## config.mk

```make
export PLATFORM = sky130hd
export DESIGN_NAME = keyed_watchdog
export DESIGN_NICKNAME = d
export VERILOG_FILES = /design/src/rtl/kwdt_pkg.sv /design/src/rtl/kwdt_regs.sv /design/src/rtl/kwdt_counter.sv /design/src/rtl/kwdt_resetgen.sv /design/src/rtl/keyed_watchdog.sv
export SDC_FILE = /design/constraint.sdc
export NUM_CORES = 1
export LEC_CHECK = 0
export BUFFER_PORTS_ARGS = -buffer_cell sky130_fd_sc_hd__buf_4
export CAP_MARGIN = 15
export CELL_PAD_IN_SITES_DETAIL_PLACEMENT = 2
export CELL_PAD_IN_SITES_GLOBAL_PLACEMENT = 2
export CORE_MARGIN = 4
export CORE_UTILIZATION = 38
export CTS_CLUSTER_SIZE = 25
export DETAILED_ROUTE_END_ITERATION = 7
export PLACE_DENSITY = 0.89
export SYNTH_ARGS = -nofsm -noshare
export SYNTH_HDL_FRONTEND = slang
export SYNTH_SLANG_ARGS = --single-unit
```

## constraint.sdc

```tcl
create_clock -name clk -period 5.6 [get_ports clk]
set_clock_uncertainty 0.15 [all_clocks]
set_input_delay 0.56 -clock clk [delete_from_list [all_inputs] [get_ports clk]]
set_output_delay 0.56 -clock clk [all_outputs]
set_load 0.03 [all_outputs]
```

## src/rtl/kwdt_pkg.sv

```systemverilog
package kwdt_pkg;
   localparam int BYTE_W = 8;

   typedef enum logic [1:0] {
      CAUSE_NONE    = 2'b00,
      CAUSE_OVF     = 2'b01,
      CAUSE_ILLEGAL = 2'b10
   } kwdt_cause_e;
endpackage

```

## src/rtl/kwdt_regs.sv

```systemverilog
module kwdt_regs
   import kwdt_pkg::*;
#(
   parameter int                ADDR_W    = 4,
   parameter logic [ADDR_W-1:0] MODE_ADDR = '0,
   parameter logic [ADDR_W-1:0] KEY_ADDR  = 1,
   parameter logic [BYTE_W-1:0] CLR_KEY   = 8'hAC,
   parameter logic [BYTE_W-1:0] READ_PAT  = 8'h9A,
   parameter int                STOP_BIT  = 4,
   parameter int                SEL_W     = 3
) (
   input  logic              clk,
   input  logic              rst_n,
   input  logic              bus_wr,
   input  logic              bus_bitop,
   input  logic [ADDR_W-1:0] bus_addr,
   input  logic [BYTE_W-1:0] bus_wdata,
   input  logic              hold,
   input  logic              fire,
   output logic [BYTE_W-1:0] bus_rdata,
   output logic              illegal,
   output logic              clear,
   output logic              stopped,
   output logic [SEL_W-1:0]  sel
);
   localparam logic [BYTE_W-1:0] MODE_RST = BYTE_W'((1 << SEL_W) - 1);

   logic [BYTE_W-1:0] mode_q;
   logic              locked_q;
   logic              wr_key, wr_mode, key_ok, key_bad, mode_first, mode_again;

   // bus accesses are dropped while the request pulse is out
   assign wr_key     = bus_wr && !hold && (bus_addr == KEY_ADDR);
   assign wr_mode    = bus_wr && !hold && (bus_addr == MODE_ADDR);
   assign key_ok     = wr_key && !bus_bitop && (bus_wdata == CLR_KEY);
   assign key_bad    = wr_key && (bus_bitop || (bus_wdata != CLR_KEY));
   assign mode_first = wr_mode && !bus_bitop && !locked_q;
   assign mode_again = wr_mode && !bus_bitop && locked_q;

   assign stopped = locked_q && mode_q[STOP_BIT];
   assign illegal = !stopped && (key_bad || mode_again);
   assign clear   = key_ok || mode_first;
   assign sel     = mode_q[SEL_W-1:0];

   always_ff @(posedge clk or negedge rst_n) begin
      if (!rst_n) begin
         mode_q   <= MODE_RST;
         locked_q <= 1'b0;
      end else if (fire) begin
         mode_q   <= MODE_RST;
         locked_q <= 1'b0;
      end else if (mode_first) begin
         mode_q   <= bus_wdata;
         locked_q <= 1'b1;
      end
   end

   always_comb begin
      if (bus_addr == KEY_ADDR)       bus_rdata = READ_PAT;
      else if (bus_addr == MODE_ADDR) bus_rdata = mode_q;
      else                            bus_rdata = '0;
   end

   AST_LOCK_HOLDS_MODE: assert property (@(posedge clk) disable iff (!rst_n)
      (locked_q && !fire) |=> $stable(mode_q));
endmodule

```

## src/rtl/kwdt_counter.sv

```systemverilog
module kwdt_counter #(
   parameter int MIN_LOG2    = 10,
   parameter int NUM_PERIODS = 8,
   parameter bit TICK_GATED  = 1'b1,
   localparam int SEL_W = $clog2(NUM_PERIODS),
   localparam int CNT_W = MIN_LOG2 + NUM_PERIODS - 1
) (
   input  logic             clk,
   input  logic             rst_n,
   input  logic             tick_en,
   input  logic             clear,
   input  logic             fire,
   input  logic             stopped,
   input  logic [SEL_W-1:0] sel,
   output logic             ovf
);
   logic [CNT_W-1:0] cnt_q;
   logic [CNT_W-1:0] lim [NUM_PERIODS];
   logic             adv;

   for (genvar g = 0; g < NUM_PERIODS; g++) begin : g_lim
      assign lim[g] = CNT_W'((64'd1 << (MIN_LOG2 + g)) - 64'd1);
   end

   if (TICK_GATED) begin : g_tick
      assign adv = tick_en && !stopped;
   end else begin : g_free
      logic unused_tick;
      assign unused_tick = tick_en;
      assign adv = !stopped;
   end

   // a key arriving on the last tick still wins over the overflow
   assign ovf = adv && !clear && (cnt_q == lim[sel]);

   always_ff @(posedge clk or negedge rst_n) begin
      if (!rst_n)                          cnt_q <= '0;
      else if (fire || clear || stopped)   cnt_q <= '0;
      else if (adv)                        cnt_q <= cnt_q + 1'b1;
   end

   AST_CNT_BELOW_LIMIT: assert property (@(posedge clk) disable iff (!rst_n)
      cnt_q <= lim[sel]);
endmodule

```

## src/rtl/kwdt_resetgen.sv

```systemverilog
module kwdt_resetgen
   import kwdt_pkg::*;
(
   input  logic        clk,
   input  logic        rst_n,
   input  logic        illegal,
   input  logic        ovf,
   output logic        fire,
   output logic        rst_req,
   output kwdt_cause_e cause
);
   assign fire = (illegal || ovf) && !rst_req;

   always_ff @(posedge clk or negedge rst_n) begin
      if (!rst_n) begin
         rst_req <= 1'b0;
         cause   <= CAUSE_NONE;
      end else begin
         rst_req <= fire;
         if (fire) cause <= illegal ? CAUSE_ILLEGAL : CAUSE_OVF;
      end
   end

   AST_REQ_SINGLE: assert property (@(posedge clk) disable iff (!rst_n)
      rst_req |=> !rst_req);
   AST_CAUSE_SET: assert property (@(posedge clk) disable iff (!rst_n)
      rst_req |-> (cause != CAUSE_NONE));
endmodule

```

## src/rtl/keyed_watchdog.sv

```systemverilog
module keyed_watchdog
   import kwdt_pkg::*;
#(
   parameter int                ADDR_W      = 4,
   parameter logic [ADDR_W-1:0] MODE_ADDR   = '0,
   parameter logic [ADDR_W-1:0] KEY_ADDR    = 1,
   parameter logic [7:0]        CLR_KEY     = 8'hAC,
   parameter logic [7:0]        READ_PAT    = 8'h9A,
   parameter int                MIN_LOG2    = 10,
   parameter int                NUM_PERIODS = 8,
   parameter int                STOP_BIT    = 4,
   parameter bit                TICK_GATED  = 1'b1
) (
   input  logic              clk,
   input  logic              rst_n,
   input  logic              tick_en,
   input  logic              bus_wr,
   input  logic              bus_bitop,
   input  logic [ADDR_W-1:0] bus_addr,
   input  logic [7:0]        bus_wdata,
   output logic [7:0]        bus_rdata,
   output logic              rst_req,
   output logic [1:0]        rst_cause
);
   localparam int SEL_W = $clog2(NUM_PERIODS);

   if (NUM_PERIODS < 2 || (1 << SEL_W) != NUM_PERIODS)
      $error("NUM_PERIODS must be a power of two of at least 2");
   if (STOP_BIT < SEL_W || STOP_BIT >= BYTE_W)
      $error("STOP_BIT must lie above the period field inside the byte");
   if (MODE_ADDR == KEY_ADDR)
      $error("register addresses must differ");
   if (MIN_LOG2 < 1 || MIN_LOG2 + NUM_PERIODS > 40)
      $error("period range out of bounds");

   logic             illegal, clear, stopped, ovf, fire;
   logic [SEL_W-1:0] sel;
   kwdt_cause_e      cause;

   kwdt_regs #(
      .ADDR_W(ADDR_W), .MODE_ADDR(MODE_ADDR), .KEY_ADDR(KEY_ADDR),
      .CLR_KEY(CLR_KEY), .READ_PAT(READ_PAT), .STOP_BIT(STOP_BIT), .SEL_W(SEL_W)
   ) u_regs (
      .clk(clk), .rst_n(rst_n), .bus_wr(bus_wr), .bus_bitop(bus_bitop),
      .bus_addr(bus_addr), .bus_wdata(bus_wdata), .hold(rst_req), .fire(fire),
      .bus_rdata(bus_rdata), .illegal(illegal), .clear(clear),
      .stopped(stopped), .sel(sel)
   );

   kwdt_counter #(
      .MIN_LOG2(MIN_LOG2), .NUM_PERIODS(NUM_PERIODS), .TICK_GATED(TICK_GATED)
   ) u_cnt (
      .clk(clk), .rst_n(rst_n), .tick_en(tick_en), .clear(clear), .fire(fire),
      .stopped(stopped), .sel(sel), .ovf(ovf)
   );

   kwdt_resetgen u_rgen (
      .clk(clk), .rst_n(rst_n), .illegal(illegal), .ovf(ovf),
      .fire(fire), .rst_req(rst_req), .cause(cause)
   );

   assign rst_cause = cause;

   AST_BAD_KEY_FIRES: assert property (@(posedge clk) disable iff (!rst_n)
      (bus_wr && bus_addr == KEY_ADDR && !bus_bitop && bus_wdata != CLR_KEY
       && !stopped && !rst_req) |=> rst_req);
   AST_STOP_SILENT: assert property (@(posedge clk) disable iff (!rst_n)
      stopped |=> !rst_req);
endmodule

```

==> impl_summary.log, run 1 <==
INFO  metric floorplan.die.height = around 78 um
INFO  metric yosys-top-cells-area = sky130_fd_sc_hd__dfrtp_1 (35%), sky130_fd_sc_hd__a211oi_1 (8.1%), sky130_fd_sc_hd__xnor2_1 (5.2%)
INFO  metric cp.required = between 5 and 6 ns
INFO  metric drt-total-wl = ~5900 um
INFO  metric crit_family = compound AO/OA/AOI/OAI gates
INFO  metric global_route.usage.met1 = 0.2589
INFO  metric p_int = around 420 uW
INFO  metric clock_sink_count = 29
INFO  metric min_period_over_period = 0.4861
INFO  metric io_buffer_count = 27
INFO  metric synthesis.yosys.warnings = 0
INFO  metric worstSetupPathType = flop to flop
INFO  metric num_rows = 25
INFO  metric synthFlopType = sky130_fd_sc_hd__dfrtp_1
INFO  metric cp_startpoint_kind = flop
INFO  metric dr.first_iter.drc_count = 65
INFO  metric postSynthRegisterBits = 29
INFO  metric outcome = completed
INFO  metric crit_path_top_delay_cell = sky130_fd_sc_hd__inv_1
INFO  metric gr-max-usage-layer = met2
INFO  metric post-route-drc-count = 0
INFO  metric antenna_violating_nets_post_route = 0
INFO  metric reg2reg_depth = 5
INFO  metric post_synth_inst_count = 191
INFO  metric detail_route.wl_per_cell = 21.22 um
INFO  metric comb_power_share = 0.238
INFO  metric max-vdd-ir-drop = 128.3 uV
INFO  metric max-cap-violations = 0
INFO  metric power_switching_share = 0.3529
INFO  metric tritoncts = built
INFO  metric yosys.cell_types.count = 48
INFO  metric p_seq_frac = 0.488
INFO  metric synthToLayoutAreaGrowth = 16.01%
INFO  metric syn-num-nets = between 200 and 250
INFO  metric power_per_cell_area = approximately 300 nW/um^2
INFO  metric clockBufferDepth = 2
INFO  metric overall_die_area = 6054 um^2
INFO  metric global_route_wire_length_before_repair = slightly below 10,000 um
INFO  metric cp.arrival = 2.69 ns
INFO  metric ios = 28
INFO  metric worst_setup_path_startpoint = u_rgen.rst_req$_DFF_PN0_
INFO  metric final_max_slew_viols = 0
INFO  metric setup_tns = 0 ns
INFO  metric effective_utilization_at_floorplan = 0.3921
INFO  metric crit-reg2reg-capture = u_cnt.cnt_q[12]$_DFFE_PN0P_
INFO  metric core_area = 4723 um^2
INFO  metric final_period_minus_worst_setup_slack = around 2.7 ns
INFO  metric yosys.cell_count.top_type = sky130_fd_sc_hd__dfrtp_1
INFO  metric synthesis.area = 1852 um^2
INFO  metric min_path_type = primary input to async pin
INFO  metric drtPass1Iterations = 4
INFO  metric diodes = 0
INFO  metric detailed_place_hpwl = 4288 um
INFO  metric postPlaceCellArea = 2062 um^2
INFO  metric critical_path_peak_fanout = 22
INFO  metric cts.hold.buffers_added = 0
INFO  metric synth_sequential_area_ratio = 0.3939
INFO  metric largest_net_degree_at_the_start_of_global_routing = 30
INFO  metric post-route-worst-setup-slack = 2.878 ns
INFO  metric cts_resized = 0
INFO  metric setup_violators_final = 0
INFO  metric grt_use_met3 = 0.03712
INFO  metric synth_xor_area_frac = 0.07568
INFO  metric grt_util_all_layers = 0.2097
INFO  metric async_reset_ff_frac = 1.000
INFO  metric layout.cell_area.non_filler = 2148 um^2
INFO  metric path_cells = inv_1 > and4_1 > a22o_2 > a21o_1 > a211oi_1
INFO  metric report.final.hold_viol_count = 0
INFO  metric worstSetupEndpointType = flop
INFO  metric leakagePower = 0.0008411 uW
INFO  metric htree_num_levels = 2
INFO  metric crit_end = u_cnt.cnt_q[12]$_DFFE_PN0P_
INFO  metric grt_remaining_overflow = 0
INFO  metric cts_setup_buffers = 0
INFO  metric clockRootBuffer = sky130_fd_sc_hd__clkbuf_8
INFO  metric globalplace.congestion = 0.7961
INFO  metric design.final.nets = 229
INFO  metric slowest_delay = between 0.6 and 0.7 ns
INFO  metric crit_buf_inv = 1
INFO  metric crit_cells = 5
INFO  metric p_sw = 231.1 uW
INFO  metric synth.top_cells.by_count = sky130_fd_sc_hd__dfrtp_1 (26), sky130_fd_sc_hd__a211oi_1 (20), sky130_fd_sc_hd__xnor2_1 (11), sky130_fd_sc_hd__nand2_1 (9), sky130_fd_sc_hd__a21oi_1 (8)
INFO  metric grt_antenna_before_repair = 0
INFO  metric yosys-mux-area-fraction = 0.01689
INFO  metric die_x = around 80 um
INFO  metric share_of_yosys_cell_area_claimed_by_the_top_area_cell_type = 0.3514
INFO  metric synth_top_family_by_area = compound AO/OA/AOI/OAI gates
INFO  metric grt_setup_unrepaired = no
INFO  metric synthesis.area_per_instance = around 9.7 um^2
INFO  metric fmax = between 0.3 and 0.4 GHz
INFO  metric dpl_worst_slack = 2.879 ns
INFO  metric regToRegSetupSlack = between 2 and 3 ns
INFO  metric synth_enable_flop_cells = 0
INFO  metric clk_pin_slew = 0.07 ns
INFO  metric met2_usage = 0.3716
INFO  metric synthDominantAreaCellType = sky130_fd_sc_hd__dfrtp_1
INFO  metric worst_pin_slew = 0.7653 ns
INFO  metric grt_pass1_vias = 1,895
INFO  metric route.detailed.vias_per_inst = 6.000
INFO  metric critical_path.reg2reg.startpoint = u_rgen.rst_req$_DFF_PN0_
INFO  metric post_route_cells_drive_above_1_share = 0.2180
INFO  metric p_clk_frac = 0.275
INFO  metric layout.core_utilization = 0.4548
INFO  metric synthAdderAreaFrac = 0.006757
INFO  metric cts-buffers-inserted = 5
INFO  metric num_vias = 1,668
INFO  metric simple_gate_fraction_of_synth_area = 0.2142
INFO  metric timing.slew.headroom = 0.4892
INFO  metric worst_skew_pair.late_latency = a little under 0.3 ns
INFO  metric synth_compound_area_frac = 0.2432
-- through the flow --
stage	hold slack, ns	power, uW	instances
after floorplan	0.1144	417.0	191
after global placement	0.3459	459.6	271
after detailed placement	0.3544	478.7	271
after CTS	0.05812	658.7	278
after global routing	0.06495	694.3	278
final	0.04109	655.0	278
-- layout by cell type, fill, tap and decap left out, drive strengths merged, types with 2 or more instances in the layout --
cell     n
a22o     2
dfrtp   26
a22oi    6
a211oi  20
o22ai    4
nand3    6
o21ai    7
o211ai   6
mux2i    2
nand2   10
or4      2
inv      4
nor3     6
nor2     5
nor4     4
nand4    7
dfstp    3
and4     7
xor2     5
buf     27
nand2b   2
and2     5
clkbuf   7
nor2b    2
a21oi    9
xnor2   11
o21a     6
-- routing by layer --
metal | wire (um) | vias to the layer above
met4 | 102 | 0
li1 | - | 779
met3 | 98 | 10
met5 | 0 | -
met1 | 2591 | 862
met2 | 3107 | 17
-- how the worst min path moves through the flow --
stage | cells after the start | endpoint | startpoint | slack, ns
finish | 1 | u_regs.mode_q[6]$_DFFE_PN0P_ | rst_n | 0.04
global route | 1 | u_regs.mode_q[6]$_DFFE_PN0P_ | rst_n | 0.06
CTS | 1 | u_rgen.rst_req$_DFF_PN0_ | rst_n | 0.06
detailed placement | 1 | u_rgen.cause[0]$_DFFE_PN0N_ | u_rgen.cause[0]$_DFFE_PN0N_ | 0.35
global placement | 1 | u_regs.mode_q[5]$_DFFE_PN0P_ | rst_n | 0.35
floorplan | 0 | u_cnt.cnt_q[0]$_DFFE_PN0P_ | rst_n | 0.11
-- cell families after synthesis --
kind of cell,after synthesis
AOI/OAI and AO/OA,64
and+or+nand+nor,60
DFF,29
buffers and inverters,18
xor gates and xnor gates,16
muxes,3
adders and majority gates,1
-- final cells by class --
| cell class | instances | area [um^2] |
|---|---|---|
| Clock buffer | 7 | 86.33 |
| Multi-Input combinational cell | 144 | 1031 |
| Fill cell | 499 | 2575 |
| Timing Repair Buffer | 27 | 202.7 |
| Tap cell | 67 | 83.83 |
| Sequential cell | 29 | 729.5 |
| Inverter | 4 | 15.01 |
-- state kept, by name, summed over array words and instances, names as in the netlist --
name and flops:
u_cnt.cnt_q 17, u_regs.mode_q 8, u_rgen.cause 2, u_regs.locked_q 1, u_rgen.rst_req 1
-- power groups by stage --
stage	clock network, uW	logic [uW]	registers, uW
2_1_floorplan	0	129	288
3_3_place_gp	0	143	317
3_5_place_dp	0	157	322
4_1_cts	182	158	319
5_1_grt	193	173	328
6_report	180	156	319
Note: power is estimated with default switching activity, not from simulation.
==> inputs of run 2 (changes only) <==
CORE_UTILIZATION = 35   (was 38)
PLACE_DENSITY = 0.83   (was 0.89)
clock period = 2.75 ns   (was 5.6 ns; I/O delays follow)
==> impl_summary.log, run 2 (synthesis results as in run 1) <==
INFO  metric outcome = completed (unchanged)
INFO  metric drtPass1Iterations = 4 (unchanged)
INFO  metric totalPowerFinal = 1439 uW (was 655.0 uW)
INFO  metric crit_path_top_delay_cell = sky130_fd_sc_hd__dfstp_2 (was sky130_fd_sc_hd__inv_1)
INFO  metric clockBufferDepth = 2 (unchanged)
INFO  metric p_int = 963.8 uW (was 423.9 uW)
INFO  metric min_period_over_period = 0.8317 (was 0.4861)
INFO  metric ios = 28 (unchanged)
INFO  metric grt_util_all_layers = 0.1970 (was 0.2097)
INFO  metric fmax = 0.4372 GHz (was 0.3674 GHz)
INFO  metric clk_pin_slew = 0.06 ns (was 0.07 ns)
INFO  metric clock_sink_count = 29 (unchanged)
INFO  metric cts_setup_buffers = 0 (unchanged)
INFO  metric timing.slew.headroom = 0.5911 (was 0.4892)
INFO  metric num_rows = 26 (was 25)
INFO  metric worstSetupEndpointType = flop (unchanged)
INFO  metric floorplan.die.height = 80.74 um (was 77.81 um)
INFO  metric regToRegSetupSlack = 0.46 ns (was 2.88 ns)
INFO  metric final_max_slew_viols = 0 (unchanged)
INFO  metric postPlaceCellArea = 2096 um^2 (was 2062 um^2)
INFO  metric crit_buf_inv = 1 (unchanged)
INFO  metric max-cap-violations = 0 (unchanged)
INFO  metric clockRootBuffer = sky130_fd_sc_hd__clkbuf_8 (unchanged)
INFO  metric cts-buffers-inserted = 5 (unchanged)
INFO  metric tritoncts = built (unchanged)
INFO  metric gr-max-usage-layer = met2 (unchanged)
INFO  metric power_switching_share = 0.3303 (was 0.3529)
INFO  metric setup_violators_final = 0 (unchanged)
INFO  metric largest_register_ff_count = 17 (unchanged)
INFO  metric global_route_wire_length_before_repair = 9791 um (was 9867 um)
INFO  metric critical_path_peak_fanout = 9 (was 22)
INFO  metric final_period_minus_worst_setup_slack = 2.287 ns (was 2.722 ns)
INFO  metric diodes = 0 (unchanged)
INFO  metric io_buffer_count = 27 (unchanged)
INFO  metric min_path_type = primary input to flop (was primary input to async pin)
INFO  metric design.final.nets = 234 (was 229)
INFO  metric dr.first_iter.drc_count = 49 (was 65)
INFO  metric cp.arrival = 2.34 ns (was 2.69 ns)
INFO  metric met2_usage = 0.3493 (was 0.3716)
INFO  metric global_route.usage.met1 = 0.2498 (was 0.2589)
INFO  metric core_area = 5107 um^2 (was 4723 um^2)
INFO  metric grt_pass1_vias = 1,792 (was 1,895)
INFO  metric grt_setup_unrepaired = no (unchanged)
INFO  metric regMostFlops = u_cnt.cnt_q (unchanged)
INFO  metric power_per_cell_area = 647.6 nW/um^2 (was 304.9 nW/um^2)
INFO  metric overall_die_area = 6518 um^2 (was 6054 um^2)
INFO  metric post_route_cells_drive_above_1_share = 0.2350 (was 0.2180)
INFO  metric largest_net_degree_at_the_start_of_global_routing = 30 (unchanged)
INFO  metric crit_family = compound AO/OA/AOI/OAI gates (unchanged)
INFO  metric num_vias = 1,680 (was 1,668)
INFO  metric leakagePower = 0.0008798 uW (was 0.0008411 uW)
INFO  metric p_sw = 475.3 uW (was 231.1 uW)
INFO  metric drt-total-wl = 5879 um (was 5900 um)
INFO  metric reg_top3 = u_cnt.cnt_q (17), u_regs.mode_q (8), u_rgen.cause (2) (unchanged)
INFO  metric synthToLayoutAreaGrowth = 20.00% (was 16.01%)
INFO  metric antenna_violating_nets_post_route = 0 (unchanged)
INFO  metric grt_remaining_overflow = 0 (unchanged)
INFO  metric worst_skew_pair.late_latency = 0.28 ns (was 0.29 ns)
INFO  metric worstSetupPathType = flop to flop (unchanged)
INFO  metric slowest_delay = 0.62 ns (was 0.63 ns)
INFO  metric setup_tns = 0 ns (unchanged)
INFO  metric p_seq_frac = 0.453 (was 0.488)
INFO  metric die_x = 80.74 um (was 77.81 um)
INFO  metric detail_route.wl_per_cell = 20.48 um (was 21.22 um)
INFO  metric layout.cell_area.non_filler = 2222 um^2 (was 2148 um^2)
INFO  metric finalHoldWorstSlack = 0.1025 ns (was 0.04109 ns)
INFO  metric most_frequent_cells_in_the_layout = sky130_fd_sc_hd__buf_4 (31), sky130_fd_sc_hd__dfrtp_1 (26), sky130_fd_sc_hd__a211oi_1 (20) (was sky130_fd_sc_hd__buf_4 (27), sky130_fd_sc_hd__dfrtp_1 (26), sky130_fd_sc_hd__a211oi_1 (20))
INFO  metric cp.required = 2.80 ns (was 5.57 ns)
INFO  metric grt_use_met3 = 0.03104 (was 0.03712)
INFO  metric cp_startpoint_kind = flop (unchanged)
INFO  metric p_clk_frac = 0.321 (was 0.275)
INFO  metric comb_power_share = 0.227 (was 0.238)
INFO  metric htree_num_levels = 2 (unchanged)
INFO  metric commonest_non_fill_non_tap_cell_in_the_layout = sky130_fd_sc_hd__buf_4 (unchanged)
INFO  metric post-route-drc-count = 0 (unchanged)
INFO  metric globalplace.congestion = 0.7734 (was 0.7961)
INFO  metric grt_antenna_before_repair = 0 (unchanged)
INFO  metric detailed_place_hpwl = 4201 um (was 4288 um)
INFO  metric worst_pin_slew = 0.6087 ns (was 0.7653 ns)
INFO  metric max-vdd-ir-drop = 330.1 uV (was 128.3 uV)
INFO  metric path_cells = inv_1 > o32a_1 > o21ai_0 > nand4_1 > a21oi_1 (was inv_1 > and4_1 > a22o_2 > a21o_1 > a211oi_1)
INFO  metric effective_utilization_at_floorplan = 0.3626 (was 0.3921)
INFO  metric report.final.hold_viol_count = 0 (unchanged)
INFO  metric route.detailed.vias_per_inst = 5.854 (was 6.000)
==> run 2: changes by cell type in the layout (fill, tap and decap cells not counted) <==
cell / previous run / this run
sky130_fd_sc_hd__buf_4: 27 / 31
sky130_fd_sc_hd__bufinv_16: 0 / 1
sky130_fd_sc_hd__dlygate4sd3_1: 0 / 1
==> run 2: cell type report <==
cell class,instances,area [um^2]
Clock buffer,7,86.33
Sequential cell,29,729.5
Tap cell,70,87.58
Timing Repair Buffer,32,242.7
Fill cell,567,2885
Multi-Input combinational cell,144,1031
Clock inverter,1,30.03
Inverter,4,15.01
==> run 2: worst paths after layout <==
kind                                               from  cells after the start                      endpoint
setup / recovery           u_regs.mode_q[0]$_DFFE_PN1P_                      5  u_regs.mode_q[2]$_DFFE_PN1P_
hold / removal                             bus_wdata[4]                      3  u_regs.mode_q[4]$_DFFE_PN0P_
setup reg to reg           u_regs.mode_q[0]$_DFFE_PN1P_                      5  u_regs.mode_q[2]$_DFFE_PN1P_
hold reg to reg             u_rgen.cause[0]$_DFFE_PN0N_                      1   u_rgen.cause[0]$_DFFE_PN0N_
max in group asynchronous                         rst_n                      2  u_regs.mode_q[1]$_DFFE_PN1P_
min in group asynchronous                         rst_n                      2  u_regs.mode_q[5]$_DFFE_PN0P_
==> run 2: repair_timing <==
action	in CTS	in global routing
resized for setup	0	0
hold buffers	1	0
endpoints found under the hold margin	26	0
==> run 2: per-stage QoR <==
step	instances	worst slack, ns	util
2_1_floorplan	191	0.6137	-
3_3_place_gp	278	0.5693	0.4103
3_5_place_dp	278	0.4758	0.4103
4_1_cts	287	0.5029	0.4351
5_1_grt	287	0.3334	0.4351
6_report	287	0.4629	0.4351
==> run 2: power groups by stage <==
stage | combinational, uW | sequential [uW] | clock (uW)
5_1_grt | 369 | 665 | 494
3_5_place_dp | 323 | 653 | 0
3_3_place_gp | 298 | 638 | 0
4_1_cts | 328 | 648 | 469
6_report | 326 | 651 | 462
2_1_floorplan | 263 | 586 | 0
==> run 2: worst register-to-register path: stages, from the launching register on <==
cell	delay, ns
sky130_fd_sc_hd__dfstp_2	0.62
sky130_fd_sc_hd__inv_1	0.10
sky130_fd_sc_hd__o32a_1	0.34
sky130_fd_sc_hd__o21ai_0	0.37
sky130_fd_sc_hd__nand4_1	0.36
sky130_fd_sc_hd__a21oi_1	0.28
==> run 2: layer usage <==
layer,share of wire,vias up
met1,0.45,866
met2,0.52,26
met5,0,-
li1,-,782
met3,0.022,6
met4,0.011,0
==> inputs of run 3 (changes only) <==
ABC_AREA = 1   (was default)
CORE_UTILIZATION = 31   (was 35)
clock period = 2.15 ns   (was 2.75 ns; I/O delays follow)
==> impl_summary.log, run 3 <==
INFO  metric dpl_worst_slack = 0.003210 ns (was 0.4758 ns)
INFO  metric grt_antenna_before_repair = 0 (unchanged)
INFO  metric fmax = 0.4772 GHz (was 0.4372 GHz)
INFO  metric yosys-top-cells-area = sky130_fd_sc_hd__dfrtp_1 (37%), sky130_fd_sc_hd__nand2_1 (14%), sky130_fd_sc_hd__nor2_1 (8.7%) (was sky130_fd_sc_hd__dfrtp_1 (35%), sky130_fd_sc_hd__a211oi_1 (8.1%), sky130_fd_sc_hd__xnor2_1 (5.2%))
INFO  metric final_period_minus_worst_setup_slack = 2.096 ns (was 2.287 ns)
INFO  metric synth.top_cells.by_count = sky130_fd_sc_hd__nand2_1 (64), sky130_fd_sc_hd__nor2_1 (41), sky130_fd_sc_hd__inv_1 (30), sky130_fd_sc_hd__dfrtp_1 (26), sky130_fd_sc_hd__nand3_1 (26) (was sky130_fd_sc_hd__dfrtp_1 (26), sky130_fd_sc_hd__a211oi_1 (20), sky130_fd_sc_hd__xnor2_1 (11), sky130_fd_sc_hd__nand2_1 (9), sky130_fd_sc_hd__a21oi_1 (8))
INFO  metric reg2reg_depth = 13 (was 5)
INFO  metric grt_util_all_layers = 0.1604 (was 0.1970)
INFO  metric yosys.cell_types.count = 27 (was 48)
INFO  metric reg_top3 = u_cnt.cnt_q (17), u_regs.mode_q (8), u_rgen.cause (2) (unchanged)
INFO  metric synthesis.area = 1773 um^2 (was 1852 um^2)
INFO  metric grt_remaining_overflow = 0 (unchanged)
INFO  metric commonest_non_fill_non_tap_cell_in_the_layout = sky130_fd_sc_hd__nand2_1 (was sky130_fd_sc_hd__buf_4)
INFO  metric num_rows = 27 (was 26)
INFO  metric comb_power_share = 0.297 (was 0.227)
INFO  metric tritoncts = built (unchanged)
INFO  metric critical_path.reg2reg.startpoint = u_regs.mode_q[2]$_DFFE_PN1P_ (was u_regs.mode_q[0]$_DFFE_PN1P_)
INFO  metric path_cells = buf_12 > nand2_2 > nand2_1 > nand2_1 > nand2_1 > nor2_1 > nand2_1 > nor2_2 > nand2_2 > nand2_4 > nand2_8 > nand3_4 > nor2_2 (was inv_1 > o32a_1 > o21ai_0 > nand4_1 > a21oi_1)
INFO  metric finalHoldWorstSlack = 0.01599 ns (was 0.1025 ns)
INFO  metric worst_skew_pair.late_latency = 0.28 ns (about the same)
INFO  metric drt-total-wl = 6226 um (was 5879 um)
INFO  metric worst_pin_slew = 0.3843 ns (was 0.6087 ns)
INFO  metric outcome = completed (unchanged)
INFO  metric cp.required = 2.20 ns (was 2.80 ns)
INFO  metric design.final.nets = 308 (was 234)
INFO  metric most_frequent_cells_in_the_layout = sky130_fd_sc_hd__nand2_1 (60), sky130_fd_sc_hd__nor2_1 (39), sky130_fd_sc_hd__buf_4 (34) (was sky130_fd_sc_hd__buf_4 (31), sky130_fd_sc_hd__dfrtp_1 (26), sky130_fd_sc_hd__a211oi_1 (20))
INFO  metric max-vdd-ir-drop = 337.6 uV (was 330.1 uV)
INFO  metric synth_sequential_area_ratio = 0.4114 (was 0.3939)
INFO  metric overall_die_area = 6993 um^2 (was 6518 um^2)
INFO  metric min_path_type = primary input to flop (unchanged)
INFO  metric synthDominantAreaCellType = sky130_fd_sc_hd__dfrtp_1 (unchanged)
INFO  metric synthesis.area_per_instance = 7.237 um^2 (was 9.695 um^2)
INFO  metric ios = 28 (unchanged)
INFO  metric die_x = 83.63 um (was 80.74 um)
INFO  metric layout.cell_area.non_filler = 2303 um^2 (was 2222 um^2)
INFO  metric crit_cells = 13 (was 5)
INFO  metric report.final.hold_viol_count = 0 (unchanged)
INFO  metric num_vias = 1,787 (was 1,680)
INFO  metric power_switching_share = 0.3576 (was 0.3303)
INFO  metric p_clk_frac = 0.262 (was 0.321)
INFO  metric critPathMostFrequentCell = sky130_fd_sc_hd__nand2_1
INFO  metric synth_enable_flop_cells = 0 (unchanged)
INFO  metric worst_setup_path_startpoint = u_regs.mode_q[2]$_DFFE_PN1P_ (was u_regs.mode_q[0]$_DFFE_PN1P_)
INFO  metric post-route-worst-setup-slack = 0.05439 ns (was 0.4629 ns)
INFO  metric grt_pass1_vias = 1,850 (was 1,792)
INFO  metric p_seq_frac = 0.441 (was 0.453)
INFO  metric global_route_wire_length_before_repair = 9059 um (was 9791 um)
INFO  metric critical_path_peak_fanout = 9 (unchanged)
INFO  metric async_reset_ff_frac = 1.000 (unchanged)
INFO  metric effective_utilization_at_floorplan = 0.3200 (was 0.3626)
INFO  metric clock_sink_count = 29 (unchanged)
INFO  metric largest_register_ff_count = 17 (unchanged)
INFO  metric regMostFlops = u_cnt.cnt_q (unchanged)
INFO  metric detail_route.wl_per_cell = 17.15 um (was 20.48 um)
INFO  metric post_route_cells_drive_above_1_share = 0.2646 (was 0.2350)
INFO  metric postSynthRegisterBits = 29 (unchanged)
INFO  metric yosys.cell_count.top_type = sky130_fd_sc_hd__nand2_1 (was sky130_fd_sc_hd__dfrtp_1)
INFO  metric clockRootBuffer = sky130_fd_sc_hd__clkbuf_8 (unchanged)
INFO  metric post-route-drc-count = 0 (unchanged)
INFO  metric io_buffer_count = 27 (unchanged)
INFO  metric drtPass1Iterations = 4 (unchanged)
INFO  metric clk_pin_slew = 0.06 ns (about the same)
INFO  metric clockBufferDepth = 2 (unchanged)
INFO  metric largest_net_degree_at_the_start_of_global_routing = 30 (unchanged)
INFO  metric cp_startpoint_kind = flop (unchanged)
INFO  metric share_of_yosys_cell_area_claimed_by_the_top_area_cell_type = 0.3670 (was 0.3514)
INFO  metric cp.arrival = 2.15 ns (was 2.34 ns)
INFO  metric hold-path-cell-count = 3 (unchanged)
INFO  metric diodes = 0 (unchanged)
INFO  metric crit_buf_inv = 1 (unchanged)
INFO  metric min_period_over_period = 0.9747 (was 0.8317)
INFO  metric setup_violators_final = 0 (unchanged)
INFO  metric regToRegSetupSlack = 0.05 ns (was 0.46 ns)
INFO  metric core_area = 5540 um^2 (was 5107 um^2)
INFO  metric htree_num_levels = 2 (unchanged)
INFO  metric syn-num-nets = 263 (was 209)
INFO  metric worstSetupPathType = flop to flop (unchanged)
INFO  metric crit_path_top_delay_cell = sky130_fd_sc_hd__dfstp_2 (unchanged)
INFO  metric crit_family = simple AND/OR/NAND/NOR gates (was compound AO/OA/AOI/OAI gates)
INFO  metric antenna_violating_nets_post_route = 0 (unchanged)
INFO  metric timing.slew.headroom = 0.7438 (was 0.5911)
INFO  metric leakagePower = 0.001135 uW (was 0.0008798 uW)
INFO  metric final_max_slew_viols = 0 (unchanged)
INFO  metric slowest_delay = 0.56 ns (was 0.62 ns)
INFO  metric synthToLayoutAreaGrowth = 29.92% (was 20.00%)
INFO  metric synthesis.yosys.warnings = 0 (unchanged)
INFO  metric dr.first_iter.drc_count = 46 (was 49)
INFO  metric globalplace.congestion = 0.7896 (was 0.7734)
INFO  metric p_int = 1079 uW (was 963.8 uW)
INFO  metric hp-start = bus_wdata[4] (unchanged)
INFO  metric detailed_place_hpwl = 3977 um (was 4201 um)
INFO  metric worstSetupEndpointType = flop (unchanged)
INFO  metric cts-buffers-inserted = 5 (unchanged)
INFO  metric max-cap-violations = 0 (unchanged)
INFO  metric p_sw = 600.4 uW (was 475.3 uW)
INFO  metric post_synth_inst_count = 245 (was 191)
INFO  metric synthFlopType = sky130_fd_sc_hd__dfrtp_1 (unchanged)
INFO  metric postPlaceCellArea = 2059 um^2 (was 2096 um^2)
INFO  metric route.detailed.vias_per_inst = 4.923 (was 5.854)
INFO  metric power_per_cell_area = 728.9 nW/um^2 (was 647.6 nW/um^2)
INFO  metric floorplan.die.height = 83.63 um (was 80.74 um)
## run 3: repair_timing
action,4_1_cts,5_1_grt
pin swaps,0,8
setup endpoints to repair,15,27
buffers inserted,1,6
gates resized for setup,0,13
hold endpoints to repair,28,0
cloned,0,2
hold buffers,3,0
## run 3: final cells by class
cell class	instances	area (um^2)
clock buffer	8	80.08
fill	649	3237
tap	72	90.09
multi-input combinational	182	962.2
sequential	29	729.5
timing repair buffer	40	321.6
inverter	32	120.1
## run 3: routing by layer
| metal | up-vias | track usage | share of wire | routed length, um |
|---|---|---|---|---|
| met1 | 900 | 0.2059 | 0.46 | 2838 |
| li1 | 845 | - | - | - |
| met3 | 12 | 0.02764 | 0.023 | 144 |
| met2 | 30 | 0.2719 | 0.49 | 3073 |
| met4 | 0 | 0.05263 | 0.027 | 170 |
| met5 | - | 0 | 0 | 0 |
## run 3: worst paths after layout
check	endpoint
worst max-delay path	u_cnt.cnt_q[11]$_DFFE_PN0P_
worst min-delay path	u_regs.mode_q[4]$_DFFE_PN0P_
worst max register to register	u_cnt.cnt_q[11]$_DFFE_PN0P_
worst min register to register	u_rgen.cause[0]$_DFFE_PN0N_
max in group asynchronous	u_regs.mode_q[1]$_DFFE_PN1P_
min in group asynchronous	u_rgen.rst_req$_DFF_PN0_
## run 3: power groups by stage
stage | Clock, uW | Combinational, uW | Sequential, uW
global route | 478 | 556 | 757
detailed placement | 0 | 396 | 762
finish | 440 | 499 | 740
CTS | 448 | 438 | 744
floorplan | 0 | 277 | 731
global placement | 0 | 375 | 757
## run 3: worst min-delay path: cells and delay by family
family / cells / cell delay, ns
AND/OR/NAND/NOR: 2 / 0.12
buffers and inverters: 1 / 0.09
## run 3: logic make-up after synthesis
logic type / after synthesis / synth area share
DFF: 29 / 0.4114
muxes: 1 / 0.005646
adders and majority gates: 1 / 0.007056
AOI/OAI and AO/OA: 6 / 0.02046
xor gates and xnor gates: 15 / 0.07410
buffers and inverters: 36 / 0.08398
and+or+nand+nor: 157 / 0.3973
## run 3: per-stage QoR
step                      total power (uW)    util  TNS, ns  instances
final                                 1679  0.4158        0        363
after global routing                  1791  0.4158   -1.195        363
after CTS                             1631  0.3952        0        355
after detailed placement              1158  0.3717        0        343
after global placement                1132  0.3717        0        343
after floorplan                       1007       -        0        245
